## src/rtl/l1d_pkg.sv

```systemverilog
package l1d_pkg;

    typedef enum logic [1:0] {
        CPU_LOAD   = 2'd0,
        CPU_IFETCH = 2'd1,
        CPU_STORE  = 2'd2,
        CPU_ATOMIC = 2'd3
    } cpu_op_e;

    typedef enum logic [3:0] {
        EV_NONE      = 4'd0,
        EV_LOAD      = 4'd1,
        EV_IFETCH    = 4'd2,
        EV_STORE     = 4'd3,
        EV_REPL      = 4'd4,
        EV_INV       = 4'd5,
        EV_FWD_EXCL  = 4'd6,
        EV_FWD_SHR   = 4'd7,
        EV_FWD_INSTR = 4'd8,
        EV_DATA      = 4'd9,
        EV_DATA_EXCL = 4'd10,
        EV_ACK       = 4'd11,
        EV_WB_ACK    = 4'd12
    } ev_e;

    function automatic ev_e rsp_to_event(logic [1:0] kind);
        case (kind)
            2'd0:    return EV_DATA;
            2'd1:    return EV_DATA_EXCL;
            2'd2:    return EV_ACK;
            default: return EV_WB_ACK;
        endcase
    endfunction

    function automatic ev_e fwd_to_event(logic [2:0] kind);
        case (kind)
            3'd0:       return EV_INV;
            3'd1, 3'd2: return EV_FWD_EXCL;
            3'd3:       return EV_FWD_SHR;
            3'd4:       return EV_FWD_INSTR;
            default:    return EV_NONE;
        endcase
    endfunction

    function automatic ev_e demand_event(cpu_op_e op);
        case (op)
            CPU_LOAD:   return EV_LOAD;
            CPU_IFETCH: return EV_IFETCH;
            default:    return EV_STORE;
        endcase
    endfunction

endpackage

```

## src/rtl/l1d_prio_arb.sv

```systemverilog
module l1d_prio_arb #(
    parameter int N = 3
) (
    input  logic [N-1:0] req,
    output logic [N-1:0] gnt
);
    genvar i;
    generate
        for (i = 0; i < N; i++) begin : g_lane
            if (i == 0) begin : g_top
                assign gnt[i] = req[i];
            end else begin : g_low
                assign gnt[i] = req[i] & ~(|req[i-1:0]);
            end
        end
    endgenerate
endmodule

```

## src/rtl/l1d_cpu_classify.sv

```systemverilog
module l1d_cpu_classify
    import l1d_pkg::*;
#(
    parameter int TAG_W = 12
) (
    input  cpu_op_e          op,
    input  logic [TAG_W-1:0] req_tag,
    input  logic             ihit,
    input  logic             dhit,
    input  logic             iavail,
    input  logic             davail,
    input  logic [TAG_W-1:0] ivic_tag,
    input  logic [TAG_W-1:0] dvic_tag,
    output ev_e              ev,
    output logic [TAG_W-1:0] tgt_tag,
    output logic             demand
);
    logic is_fetch, own_hit, other_hit, own_free;
    logic [TAG_W-1:0] own_vic;

    always_comb begin
        is_fetch  = (op == CPU_IFETCH);
        own_hit   = is_fetch ? ihit : dhit;
        other_hit = is_fetch ? dhit : ihit;
        own_free  = is_fetch ? iavail : davail;
        own_vic   = is_fetch ? ivic_tag : dvic_tag;

        if (own_hit) begin
            ev = demand_event(op); tgt_tag = req_tag; demand = 1'b1;
        end else if (other_hit) begin
            ev = EV_REPL; tgt_tag = req_tag; demand = 1'b0;
        end else if (own_free) begin
            ev = demand_event(op); tgt_tag = req_tag; demand = 1'b1;
        end else begin
            ev = EV_REPL; tgt_tag = own_vic; demand = 1'b0;
        end
    end
endmodule

```

## src/rtl/l1d_wait_buf.sv

```systemverilog
module l1d_wait_buf
    import l1d_pkg::*;
#(
    parameter int DEPTH = 4,
    parameter int TAG_W = 12,
    localparam int CNT_W = $clog2(DEPTH + 1),
    localparam int IDX_W = (DEPTH > 1) ? $clog2(DEPTH) : 1
) (
    input  logic             clk,
    input  logic             rst,
    input  logic             push,
    input  logic [TAG_W-1:0] push_tag,
    input  cpu_op_e          push_op,
    input  logic             remove,
    input  logic             unready,
    input  logic             wake,
    input  logic [TAG_W-1:0] wake_tag,
    input  logic [TAG_W-1:0] probe_tag,
    output logic             probe_hit,
    output logic             head_valid,
    output logic [TAG_W-1:0] head_tag,
    output cpu_op_e          head_op,
    output logic             full,
    output logic [CNT_W-1:0] count
);
    logic [DEPTH-1:0] vld_q, rdy_q, vld_d, rdy_d;
    logic [TAG_W-1:0] tag_q [DEPTH];
    logic [TAG_W-1:0] tag_d [DEPTH];
    cpu_op_e          op_q  [DEPTH];
    cpu_op_e          op_d  [DEPTH];
    logic [IDX_W-1:0] sel;

    always_comb begin
        head_valid = 1'b0;
        sel        = '0;
        for (int i = DEPTH - 1; i >= 0; i--) begin
            if (vld_q[i] && rdy_q[i]) begin
                head_valid = 1'b1;
                sel        = IDX_W'(i);
            end
        end
        head_tag  = tag_q[sel];
        head_op   = op_q[sel];
        count     = CNT_W'($countones(vld_q));
        full      = vld_q[DEPTH-1];
        probe_hit = 1'b0;
        for (int i = 0; i < DEPTH; i++) begin
            if (vld_q[i] && (tag_q[i] == probe_tag)) probe_hit = 1'b1;
        end
    end

    always_comb begin
        vld_d = vld_q;
        rdy_d = rdy_q;
        tag_d = tag_q;
        op_d  = op_q;
        if (remove) begin
            for (int i = 0; i < DEPTH - 1; i++) begin
                if (i >= int'(sel)) begin
                    vld_d[i] = vld_q[i+1];
                    rdy_d[i] = rdy_q[i+1];
                    tag_d[i] = tag_q[i+1];
                    op_d[i]  = op_q[i+1];
                end
            end
            vld_d[DEPTH-1] = 1'b0;
            rdy_d[DEPTH-1] = 1'b0;
        end
        if (unready) rdy_d[sel] = 1'b0;
        if (push) begin
            for (int i = 0; i < DEPTH; i++) begin
                if (int'(count) == i) begin
                    vld_d[i] = 1'b1;
                    rdy_d[i] = 1'b0;
                    tag_d[i] = push_tag;
                    op_d[i]  = push_op;
                end
            end
        end
        if (wake) begin
            for (int i = 0; i < DEPTH; i++) begin
                if (vld_d[i] && (tag_d[i] == wake_tag)) rdy_d[i] = 1'b1;
            end
        end
    end

    always_ff @(posedge clk) begin
        if (rst) begin
            vld_q <= '0;
            rdy_q <= '0;
            for (int i = 0; i < DEPTH; i++) begin
                tag_q[i] <= '0;
                op_q[i]  <= CPU_LOAD;
            end
        end else begin
            vld_q <= vld_d;
            rdy_q <= rdy_d;
            tag_q <= tag_d;
            op_q  <= op_d;
        end
    end
endmodule

```

## src/rtl/l1_req_dispatch.sv

```systemverilog
module l1_req_dispatch
    import l1d_pkg::*;
#(
    parameter int ADDR_W     = 16,
    parameter int OFFS_W     = 4,
    parameter int BANK_W     = 2,
    parameter int WAIT_DEPTH = 4
) (
    input  logic              clk,
    input  logic              rst,
    input  logic              rsp_valid,
    input  logic [1:0]        rsp_kind,
    input  logic [ADDR_W-1:0] rsp_addr,
    output logic              rsp_pop,
    input  logic              fwd_valid,
    input  logic [2:0]        fwd_kind,
    input  logic [ADDR_W-1:0] fwd_addr,
    output logic              fwd_pop,
    input  logic              cpu_valid,
    input  logic [1:0]        cpu_kind,
    input  logic [ADDR_W-1:0] cpu_addr,
    output logic              cpu_pop,
    output logic [ADDR_W-1:0] lk_addr,
    input  logic              lk_ihit,
    input  logic              lk_dhit,
    input  logic              lk_iavail,
    input  logic              lk_davail,
    input  logic [ADDR_W-1:0] lk_ivictim,
    input  logic [ADDR_W-1:0] lk_dvictim,
    input  logic              lk_busy,
    input  logic              wake_valid,
    input  logic [ADDR_W-1:0] wake_addr,
    output logic              disp_valid,
    output logic [3:0]        disp_event,
    output logic [ADDR_W-1:0] disp_line,
    output logic [BANK_W-1:0] disp_bank,
    input  logic              disp_ready
);
    localparam int TAG_W = ADDR_W - OFFS_W;
    localparam int CNT_W = $clog2(WAIT_DEPTH + 1);

    logic [TAG_W-1:0] cand_tag, cls_tag, out_tag, head_tag;
    cpu_op_e          cand_op, head_op;
    ev_e              cls_ev;
    logic             cls_demand, head_valid, probe_hit, wb_full;
    logic             wb_push, wb_remove, wb_unready, cand_valid, hold;
    logic [2:0]       req_vec, gnt_vec;
    logic [CNT_W-1:0] wait_cnt;

    assign cand_valid = head_valid | cpu_valid;
    assign cand_tag   = head_valid ? head_tag : cpu_addr[ADDR_W-1:OFFS_W];
    assign cand_op    = head_valid ? head_op  : cpu_op_e'(cpu_kind);
    assign lk_addr    = {cand_tag, {OFFS_W{1'b0}}};
    assign req_vec    = {cand_valid, fwd_valid, rsp_valid};

    l1d_prio_arb #(.N(3)) u_arb (
        .req (req_vec),
        .gnt (gnt_vec)
    );

    l1d_cpu_classify #(.TAG_W(TAG_W)) u_cls (
        .op       (cand_op),
        .req_tag  (cand_tag),
        .ihit     (lk_ihit),
        .dhit     (lk_dhit),
        .iavail   (lk_iavail),
        .davail   (lk_davail),
        .ivic_tag (lk_ivictim[ADDR_W-1:OFFS_W]),
        .dvic_tag (lk_dvictim[ADDR_W-1:OFFS_W]),
        .ev       (cls_ev),
        .tgt_tag  (cls_tag),
        .demand   (cls_demand)
    );

    l1d_wait_buf #(.DEPTH(WAIT_DEPTH), .TAG_W(TAG_W)) u_wb (
        .clk        (clk),
        .rst        (rst),
        .push       (wb_push),
        .push_tag   (cpu_addr[ADDR_W-1:OFFS_W]),
        .push_op    (cpu_op_e'(cpu_kind)),
        .remove     (wb_remove),
        .unready    (wb_unready),
        .wake       (wake_valid),
        .wake_tag   (wake_addr[ADDR_W-1:OFFS_W]),
        .probe_tag  (cpu_addr[ADDR_W-1:OFFS_W]),
        .probe_hit  (probe_hit),
        .head_valid (head_valid),
        .head_tag   (head_tag),
        .head_op    (head_op),
        .full       (wb_full),
        .count      (wait_cnt)
    );

    always_comb begin
        disp_valid = 1'b0;
        disp_event = EV_NONE;
        out_tag    = '0;
        rsp_pop    = 1'b0;
        fwd_pop    = 1'b0;
        cpu_pop    = 1'b0;
        wb_push    = 1'b0;
        wb_remove  = 1'b0;
        wb_unready = 1'b0;
        hold       = lk_busy | (~head_valid & probe_hit);
        if (gnt_vec[0]) begin
            disp_valid = 1'b1;
            disp_event = rsp_to_event(rsp_kind);
            out_tag    = rsp_addr[ADDR_W-1:OFFS_W];
            rsp_pop    = disp_ready;
        end else if (gnt_vec[1]) begin
            disp_valid = 1'b1;
            disp_event = fwd_to_event(fwd_kind);
            out_tag    = fwd_addr[ADDR_W-1:OFFS_W];
            fwd_pop    = disp_ready;
        end else if (gnt_vec[2]) begin
            if (hold) begin
                if (head_valid) begin
                    wb_unready = 1'b1;
                end else if (!wb_full) begin
                    wb_push = 1'b1;
                    cpu_pop = 1'b1;
                end
            end else begin
                disp_valid = 1'b1;
                disp_event = cls_ev;
                out_tag    = cls_tag;
                if (disp_ready && cls_demand) begin
                    if (head_valid) wb_remove = 1'b1;
                    else            cpu_pop   = 1'b1;
                end
            end
        end
    end

    assign disp_line = {out_tag, {OFFS_W{1'b0}}};
    assign disp_bank = disp_line[OFFS_W +: BANK_W];

endmodule

```

## config.mk

```make
export PLATFORM = sky130hd
export DESIGN_NAME = l1_req_dispatch
export DESIGN_NICKNAME = d
export VERILOG_FILES = /design/src/rtl/l1d_pkg.sv /design/src/rtl/l1d_prio_arb.sv /design/src/rtl/l1d_cpu_classify.sv /design/src/rtl/l1d_wait_buf.sv /design/src/rtl/l1_req_dispatch.sv
export SDC_FILE = /design/constraint.sdc
export NUM_CORES = 1
export LEC_CHECK = 0
export BUFFER_PORTS_ARGS = -buffer_cell sky130_fd_sc_hd__buf_4
export CELL_PAD_IN_SITES_DETAIL_PLACEMENT = 1
export CELL_PAD_IN_SITES_GLOBAL_PLACEMENT = 2
export CORE_UTILIZATION = 31
export DETAILED_ROUTE_END_ITERATION = 16
export HOLD_SLACK_MARGIN = 0.08
export PLACE_DENSITY = 0.92
export SYNTH_ARGS = -nofsm -noshare
export SYNTH_HDL_FRONTEND = slang
export SYNTH_SLANG_ARGS = --single-unit
export TNS_END_PERCENT = 30
```

## constraint.sdc

```tcl
create_clock -name clk -period 4.2 [get_ports clk]
set_input_delay 0.42 -clock clk [delete_from_list [all_inputs] [get_ports clk]]
set_output_delay 0.42 -clock clk [all_outputs]
set_load 0.05 [all_outputs]
```

==> impl_metrics.tcl, run 1 <==
set metrics [dict create \
    antenna_found_initial 0 \
    drc 0 \
    power_switching_mw 0.6132 \
    syn_inst 795 \
    nNetsFinal 1022 \
    crit_arrival_ps 3590 \
    final_hold_viol_count 0 \
    cts.path.max_buffers 2 \
    final_common_cell "buf_4" \
    cts_tree "built" \
    setup_slack_ps 193.6 \
    hp-class "in -> reg" \
    grt-ovfl-total 0 \
    cellInternalPower_mw 1.324 \
    wl_um 26780 \
    preCtsSetupSlack_ps 297.3 \
    m1WireLength_um 11520 \
    yosysSeqAreaShare_pct 21.03 \
    synth_top_area_share_pct 21.03 \
    p_sw_share_pct 31.66 \
    period_needed_ps 4006 \
    dieArea_um2 20220 \
    synth.avg_cell_area_um2 7.663 \
    wl_per_cell_um 22.99 \
    port_buffers 124 \
    ios 157 \
    dpl.hpwl_um 20730 \
    startpoint_type "register" \
    synth_flop_cell "dfxtp_1" \
    dr.pass1.iters 6 \
    ys_types 71 \
    ir_worst_vdd_v 0.0001962 \
    grt_first_pass_wirelength_um 40870 \
    final_util_pct 39.91 \
    max_slew.worst_pin.slew_ps 1044 \
    async_flop_share_pct 0 \
    cp.required_ps 3780 \
    gp_congestion 0.9121 \
    initial_utilization_pct 32.14 \
    htreeDepth 3 \
    synth_enable_flop_cells 0 \
    clock_latency_ps 360 \
    finalSetupViolations 0 \
    grt_pass1_vias 6722 \
    diodes 0 \
    status "finished clean" \
    crit_type "reg -> out" \
    cts_buffers 9 \
    fin_worst_skew_ps 10.59 \
    slew_headroom_pct 30.25 \
    die_w_um 142.2 \
    final_cell_mix "155 x buf_4, 79 x nand2_1, 69 x xnor2_1" \
    critPathMaxFanout 14 \
    power_frac_clock_pct 43.3 \
    drtIter0Drc 657 \
    power_frac_comb_pct 24.7 \
    rsz0062_at_grt "no" \
    met2_length_um 12880 \
    tns_ps 0 \
    final_antenna_net_count 0 \
    grt_usage_pct 26.88 \
    end_kind "primary output" \
    clock-sinks 64 \
    layout.cells.non_filler 1165 \
    root_buffer "clkbuf_16" \
    num_rows 50 \
    cts.clk_slew.worst_paths_ps 50 \
    vias 6711 \
    synth_area_leader_cell "dfxtp_1" \
    fmax_mhz 249.6 \
    synthTopCellsByArea "dfxtp_1 21%, xnor2_1 9.9%, nand2_1 4.9%, mux2_2 4.8%, mux2i_1 4.3%" \
    power_leakage_nw 2.833 \
    core_area_um2 18960 \
    period_share_pct 95.39 \
    hold-path-cell-count 3 \
    die_h_um 142.2 \
    synth-seq-cells 64 \
    seqPwrFrac_pct 32.0 \
    dr_wl_met3_um 1544 \
    power_per_cell_area_nw_per_um2 256.1 \
    grt_max_degree 47 \
    placed_cells 1147 \
    maxCapViolCount 0 \
    highest_layer "met4" \
    syn-cell-area_um2 6092 \
    yosys_warnings 0 \
    area_growth_pct 24.17 \
    slew_violations 0 \
    avgViaCountPerCell 5.761 \
    rrSetupSlack_ps 320 \
    layout-drive-gt1-share_pct 24.31 \
    reg2reg_depth 12 \
]
-- registers in the layout (all words and copies together) (netlist names) --
name	cells
u_wb.rdy_q	4
u_wb.op_q	8
u_wb.tag_q	48
u_wb.vld_q	4
-- through the flow --
stage	hold slack [ps]	total power [mW]	instance area, um2
floorplan	460.4	0.9283	6118
global placement	474.6	1.099	7224
detailed placement	494.9	1.105	7224
CTS	378.6	1.942	7561
global route	392.6	1.996	7565
finish	378.5	1.937	7565
-- cell usage after synthesis (5+ instances only) --
cell type  instances
a211oi_1          21
a211oi_2           5
a21o_1             6
a21oi_1           30
a222oi_1          13
a31oi_1           11
and2_1            21
buf_2             18
buf_4             11
buf_6              8
clkbuf_1          31
dfxtp_1           64
ha_1               6
inv_1             31
mux2_2            26
mux2i_1           26
nand2_1           79
nand3_1           41
nand4_1           20
nand4b_1           5
nor2_1            57
nor3_1            34
nor4_1            12
o21ai_0           34
o221ai_1          13
o31ai_1            7
or3_1              9
xnor2_1           69
xor2_1            12
-- cell families after synthesis --
| kind of cell | synth area share (%) |
|---|---|
| flops | 21.03 |
| fa+ha+maj | 1.561 |
| buf+inv | 8.195 |
| mux | 9.304 |
| other cells | 0.06156 |
| xor+xnor | 11.65 |
| simple gates | 25.90 |
| compound gates | 22.30 |
-- routing by layer --
metal	GRT usage, %	vias to the layer above
met3	5.081	48
met4	9.508	0
li1	-	3107
met5	0	-
met1	34.69	3326
met2	44.48	230
-- worst max-delay path: stages, from the launching register on --
cell and delay [ps]:
dfxtp_1 400, and2_1 230, o311a_1 350, a211o_1 370, a21oi_1 200, buf_6 210
mux2i_1 200, nand3_1 110, buf_4 210, mux2_2 280, a222oi_1 310, inv_1 140
buf_4 210
-- power groups by stage --
stage                     registers [mW]  clock network, mW  logic (mW)
after floorplan                    0.631                  0       0.298
after global placement             0.632                  0       0.467
after detailed placement           0.632                  0       0.473
after CTS                          0.619              0.847       0.475
after global routing               0.620              0.871       0.505
final                              0.619              0.840       0.478
-- timing repair --
item / in CTS / in global routing
setup buffers: 2 / 0
gates cloned: 0 / 0
pin swaps: 2 / 0
setup endpoints to repair: 2 / 4
resized for setup: 0 / 2
hold buffers: 0 / 0
-- worst paths after layout --
kind	from	endpoint
min	cpu_kind[1]	u_wb.op_q[1]
min reg2reg	u_wb.op_q[0]	u_wb.op_q[0]
max reg2reg	u_wb.vld_q[2]	u_wb.rdy_q[0]
max	u_wb.vld_q[2]	disp_bank[1]
-- cell type report --
cell class / instances / area [um2]
Sequential cell: 64 / 1281
Clock inverter: 6 / 82.58
Timing Repair Buffer: 156 / 1175
Inverter: 31 / 116.4
Clock buffer: 10 / 239.0
Multi-Input combinational cell: 638 / 4345
Tap cell: 260 / 325.3
Fill cell: 2351 / 11390
Note: power is estimated with default switching activity, not from simulation.
==> run 2: changes to the inputs <==
==> constraint.sdc (replaced) <==
create_clock -name clk -period 3.9 [get_ports clk]
set_input_delay 0.39 -clock clk [delete_from_list [all_inputs] [get_ports clk]]
set_output_delay 0.39 -clock clk [all_outputs]
set_load 0.05 [all_outputs]
==> run 2 against run 1 <==
Die area is the same. Clock skew decreased by 5.5 ps. Sequential cell count is the same. Wire length is 0.63% higher. Combinational power is 9.0% higher. Final area increased by 2.0%. First-iteration DRC count shrank 11%. Cell count increased by 1.5%. Utilization increased by 0.81 points. Clock power is 3.7% lower. Critical path depth fell by 2. Worst hold slack lost 27 ps. Critical path type unchanged. Highest routed layer unchanged.
==> impl_metrics.tcl, run 2 (same netlist as run 1, synthesis figures left out) <==
set metrics [dict create \
    grt_first_pass_wirelength_um 40420 \
    power_per_cell_area_nw_per_um2 258.8 \
    grt-ovfl-total 0 \
    seqCellArea_um2 1281 \
    status "finished clean" \
    grt_pass1_vias 6813 \
    n_fill_cell 2342 \
    holdBufCountCts 0 \
    preCtsSetupSlack_ps 175.5 \
    wl_per_cell_um 22.80 \
    finalSetupViolations 0 \
    htreeDepth 3 \
    setup_slack_ps 125.6 \
    port_buffers 124 \
    startpoint_type "register" \
    largest_register_ff_count 48 \
    ios 157 \
    crit_arrival_ps 3380 \
    top_regs "u_wb.tag_q x48, u_wb.op_q x8" \
    max_slew.worst_pin.slew_ps 991.2 \
    largest-register "u_wb.tag_q" \
    dr.pass1.iters 7 \
    critPathMaxFanout 7 \
    hp-class "in -> reg" \
    cp-startpoint "u_wb.rdy_q[2]" \
    nNetsFinal 1039 \
    grt_usage_pct 26.73 \
    hold_path_end "u_wb.op_q[1]" \
    fmax_mhz 264.9 \
    grt_max_degree 47 \
    placed_area_um2 7377 \
    cts.path.max_buffers 2 \
    r2r_end "u_wb.rdy_q[1]" \
    initial_utilization_pct 32.14 \
    avgViaCountPerCell 5.862 \
    ir_worst_vdd_v 0.0002599 \
    vias 6929 \
    rrSetupSlack_ps 200 \
    slew_violations 0 \
    clock-sinks 64 \
    antenna_found_initial 0 \
    final_common_cell "buf_4" \
    fin_worst_skew_ps 5.112 \
    min_from "cpu_kind[1]" \
    cts_tree "built" \
    multiInputGateArea_um2 4384 \
    cts_buffers 9 \
    wl_um 26950 \
    reg2reg_depth 13 \
    cts.clk_slew.worst_paths_ps 60 \
    layout-drive-gt1-share_pct 26.25 \
    die_w_um 142.2 \
    end_kind "primary output" \
    root_buffer "clkbuf_16" \
    postLayoutCellArea_um2 7717 \
    dpl.hpwl_um 21020 \
    final_antenna_net_count 0 \
    drtIter0Drc 582 \
    slew_headroom_pct 33.78 \
    period_needed_ps 3774 \
    placed_cells 1164 \
    area_growth_pct 26.68 \
    num_rows 50 \
    drc 0 \
    layout.cells.non_filler 1182 \
    final_hold_viol_count 0 \
    power_leakage_nw 2.920 \
    die_h_um 142.2 \
    maxCapViolCount 0 \
    tns_ps 0 \
    reg2reg_from "u_wb.vld_q[2]" \
    cp.required_ps 3510 \
    timing.hold.ws_ps 351.6 \
    core_area_um2 18960 \
    dieArea_um2 20220 \
    final_cell_mix "169 x buf_4, 78 x nand2_1, 69 x xnor2_1" \
    gp_congestion 0.9451 \
    clock_latency_ps 350 \
    diodes 0 \
    period_share_pct 96.78 \
    crit_type "reg -> out" \
    hold-path-cell-count 3 \
]
## run 2: changes by cell type in the layout (fill, tap and decap cells not counted), moves of 2 or more
cell,previous run,this run
bufinv_16,2,0
clkbuf_8,1,3
buf_4,155,169
buf_12,0,2
a21oi_4,0,2
## run 2: per-stage QoR
| step | power, mW | utilization, % |
|---|---|---|
| after floorplan | 0.9998 | - |
| after global placement | 1.186 | 38.92 |
| after detailed placement | 1.194 | 38.92 |
| after CTS | 1.996 | 40.48 |
| after global routing | 2.054 | 40.71 |
| final | 1.997 | 40.71 |
## run 2: worst max-delay path, stage by stage, from the launching register on
cell,delay [ps]
dfxtp_1,380
and2_1,240
o311a_1,380
a211o_4,380
a21oi_4,220
buf_2,240
mux2_2,350
mux2_2,250
a222oi_1,320
inv_1,70
buf_4,190
## run 2: layout make-up
class,count,area share (%)
clock buffers,13,3.502
clock inverters,3,0.1946
inverters,31,1.508
multi-input cells,638,56.81
flip-flops and latches,64,16.60
well taps,260,4.215
repair buffers,173,17.17
## run 2: timing repair
action                     in CTS  in global routing
pin swaps                       1                  2
setup endpoints to repair       5                 16
gates cloned                    0                  1
resized for setup               1                  9
buffers inserted                1                  0
## run 2: layer usage
metal / vias to the layer above / GRT usage, % / share of wire (%)
li1: 3139 / - / -
met1: 3414 / 33.90 / 42
met2: 309 / 44.35 / 47
met3: 67 / 5.619 / 7.0
met4: 0 / 9.847 / 3.4
met5: - / 0 / 0
## run 2: worst max path at each step
stage / end / slack (ps) / depth (start not counted)
CTS: disp_line[15] / 8 / 10
finish: disp_line[11] / 130 / 10
global placement: u_wb.rdy_q[0] / 270 / 13
global route: disp_line[5] / -4 / 11
detailed placement: u_wb.rdy_q[0] / 180 / 13
floorplan: disp_line[10] / 160 / 10
## run 2: report_power, final
part	switching [mW]	leakage, nW	internal, mW
registers	0.00735	0.516	0.660
clock network	0.329	0.145	0.480
logic	0.324	2.26	0.196
==> run 3: changes to the inputs <==
--- a/config.mk
+++ b/config.mk
@@ -12,6 +12,7 @@
 export DETAILED_ROUTE_END_ITERATION = 16
 export HOLD_SLACK_MARGIN = 0.08
 export PLACE_DENSITY = 0.92
+export SETUP_SLACK_MARGIN = 0.4
 export SYNTH_ARGS = -nofsm -noshare
 export SYNTH_HDL_FRONTEND = slang
 export SYNTH_SLANG_ARGS = --single-unit
==> run 3 against run 2 <==
Sequential power about the same. Register-to-register slack better by 140 ps. Critical path depth up 1. Non-clock buffer count up 14. Wire length up 2.2%. Die area unchanged. Power up 10%. Largest cell class unchanged. Highest routed layer unchanged. Final area up 4.3%.
==> impl_metrics.tcl, run 3 (same netlist as run 1, synthesis figures left out) <==
set metrics [dict create \
    grt_first_pass_wirelength_um 41190 \
    final_antenna_net_count 0 \
    wl_per_cell_um 23.02 \
    cellInternalPower_mw 1.525 \
    finalSetupViolations 0 \
    grt_usage_pct 27.26 \
    hold-path-cell-count 3 \
    slew_headroom_pct 29.86 \
    power_per_cell_area_nw_per_um2 273.7 \
    cts_buffers 9 \
    fin_worst_skew_ps 11.37 \
    reg2reg_depth 12 \
    end_kind "primary output" \
    reg2reg_from "u_wb.vld_q[2]" \
    r2r_end "u_wb.rdy_q[1]" \
    dr_wl_met3_um 1768 \
    m1WireLength_um 11670 \
    crit_arrival_ps 3260 \
    port_buffers 124 \
    setup_slack_ps 254.9 \
    rrSetupSlack_ps 340 \
    area_growth_pct 32.12 \
    ir_worst_vdd_v 0.0002116 \
    largest-register "u_wb.tag_q" \
    min_from "cpu_kind[1]" \
    met2_length_um 13010 \
    htreeDepth 3 \
    num_rows 50 \
    power_frac_clock_pct 45.2 \
    tns_ps 0 \
    power_switching_mw 0.6778 \
    vias 6962 \
    period_needed_ps 3645 \
    cts.clk_slew.worst_paths_ps 60 \
    preCtsSetupSlack_ps 58.63 \
    p_sw_share_pct 30.77 \
    critPathSlowestCell "dfxtp_4" \
    die_w_um 142.2 \
    antenna_found_initial 0 \
    diodes 0 \
    grt_pass1_vias 6897 \
    rsz0062_at_grt "yes" \
    cts_tree "built" \
    max_slew.worst_pin.slew_ps 1050 \
    largest_register_ff_count 48 \
    grt-ovfl-total 0 \
    die_h_um 142.2 \
    highest_layer "met4" \
    clock-sinks 64 \
    nNetsFinal 1053 \
    layout-drive-gt1-share_pct 29.91 \
    seqPwrFrac_pct 30.2 \
    cp_cell_sequence "and2_4 > o311a_4 > a211o_4 > a21oi_4 > mux2i_2 > nand3_2 > buf_6 > mux2_2 > a222oi_1 > inv_2 > buf_8" \
    crit_type "reg -> out" \
    power_leakage_nw 3.051 \
    power_frac_comb_pct 24.6 \
    status "finished clean" \
    dieArea_um2 20220 \
    critPathMaxFanout 6 \
    dr.pass1.iters 8 \
    cts.path.max_buffers 2 \
    dpl.hpwl_um 20980 \
    root_buffer "clkbuf_16" \
    ios 157 \
    cp.required_ps 3510 \
    hp-class "in -> reg" \
    period_share_pct 93.46 \
    maxCapViolCount 0 \
    drc 0 \
    fmax_mhz 274.3 \
    final_hold_viol_count 0 \
    startpoint_type "register" \
    wl_um 27540 \
    hold_path_end "u_wb.op_q[1]" \
    holdBufCountCts 0 \
    initial_utilization_pct 32.14 \
    slew_violations 0 \
    final_cell_mix "176 x buf_4, 75 x nand2_1, 69 x xnor2_1" \
    final_common_cell "buf_4" \
    top_regs "u_wb.tag_q x48, u_wb.op_q x8" \
    gp_congestion 0.9364 \
    drtIter0Drc 497 \
    core_area_um2 18960 \
    max_stage_delay_ps 370 \
    avgViaCountPerCell 5.821 \
    clock_latency_ps 360 \
    grt_max_degree 47 \
]
[run 3: cell types whose count changed in the layout (fill, tap and decap cells not counted), moves of 5 or more]
cell and delta:
o21ai_0 -11, o21ai_1 +11, dfxtp_1 -6, buf_4 +7
buf_6 +5
[run 3: metrics by stage]
step | instance area [um2] | utilization [%] | hold slack, ps | power [mW] | std cells
2_1_floorplan | 6131 | - | 460.4 | 1.003 | 802
3_3_place_gp | 7408 | 39.08 | 473.4 | 1.192 | 1166
3_5_place_dp | 7408 | 39.08 | 493.4 | 1.200 | 1166
4_1_cts | 7959 | 41.99 | 337.7 | 2.199 | 1193
5_1_grt | 8049 | 42.46 | 369.5 | 2.256 | 1196
6_report | 8049 | 42.46 | 350.1 | 2.203 | 1196
[run 3: per-layer routing]
metal / global-route usage [%] / vias up
li1: - / 3177
met1: 35.46 / 3405
met2: 44.25 / 305
met3: 3.903 / 75
met4: 12.85 / 0
met5: 0 / -
[run 3: critical path: cells and delay by family, from the launching register on]
kind	cells	cell delay (ps)
buffers and inverters	3	470
AND/OR/NAND/NOR	2	320
multiplexers	2	500
flip-flops	1	370
AO/OA/AOI/OAI	4	1220
[run 3: what timing repair did]
action,in CTS,in global routing
gates resized for setup,32,18
setup buffers,10,2
pin swaps,10,7
endpoints found under the setup margin,19,18
gates cloned,1,1
[run 3: how the worst max path moves through the flow]
stage,from,to,slack (ps),cells past startpoint
4_1_cts,u_wb.rdy_q[2],disp_line[5],300,12
3_5_place_dp,u_wb.vld_q[2],u_wb.rdy_q[0],60,12
2_1_floorplan,u_wb.vld_q[1],disp_line[5],400,14
6_report,u_wb.rdy_q[2],disp_bank[1],250,11
3_3_place_gp,u_wb.vld_q[2],u_wb.rdy_q[0],70,12
5_1_grt,u_wb.vld_q[2],u_wb.rdy_q[0],130,14
[run 3: final cells by class]
| class | count | area (um2) |
|---|---|---|
| fill | 2316 | 10910 |
| clock inverter | 5 | 102.6 |
| sequential | 64 | 1296 |
| inverter | 31 | 116.4 |
| clock buffer | 11 | 252.7 |
| tap | 260 | 325.3 |
| timing repair buffer | 187 | 1479 |
| multi-input combinational | 638 | 4477 |
[run 3: power groups by stage]
| stage | logic, mW | registers (mW) | clock network, mW |
|---|---|---|---|
| floorplan | 0.324 | 0.679 | 0 |
| global placement | 0.512 | 0.680 | 0 |
| detailed placement | 0.520 | 0.681 | 0 |
| CTS | 0.532 | 0.665 | 1.00 |
| global route | 0.570 | 0.665 | 1.02 |
| finish | 0.542 | 0.664 | 0.996 |
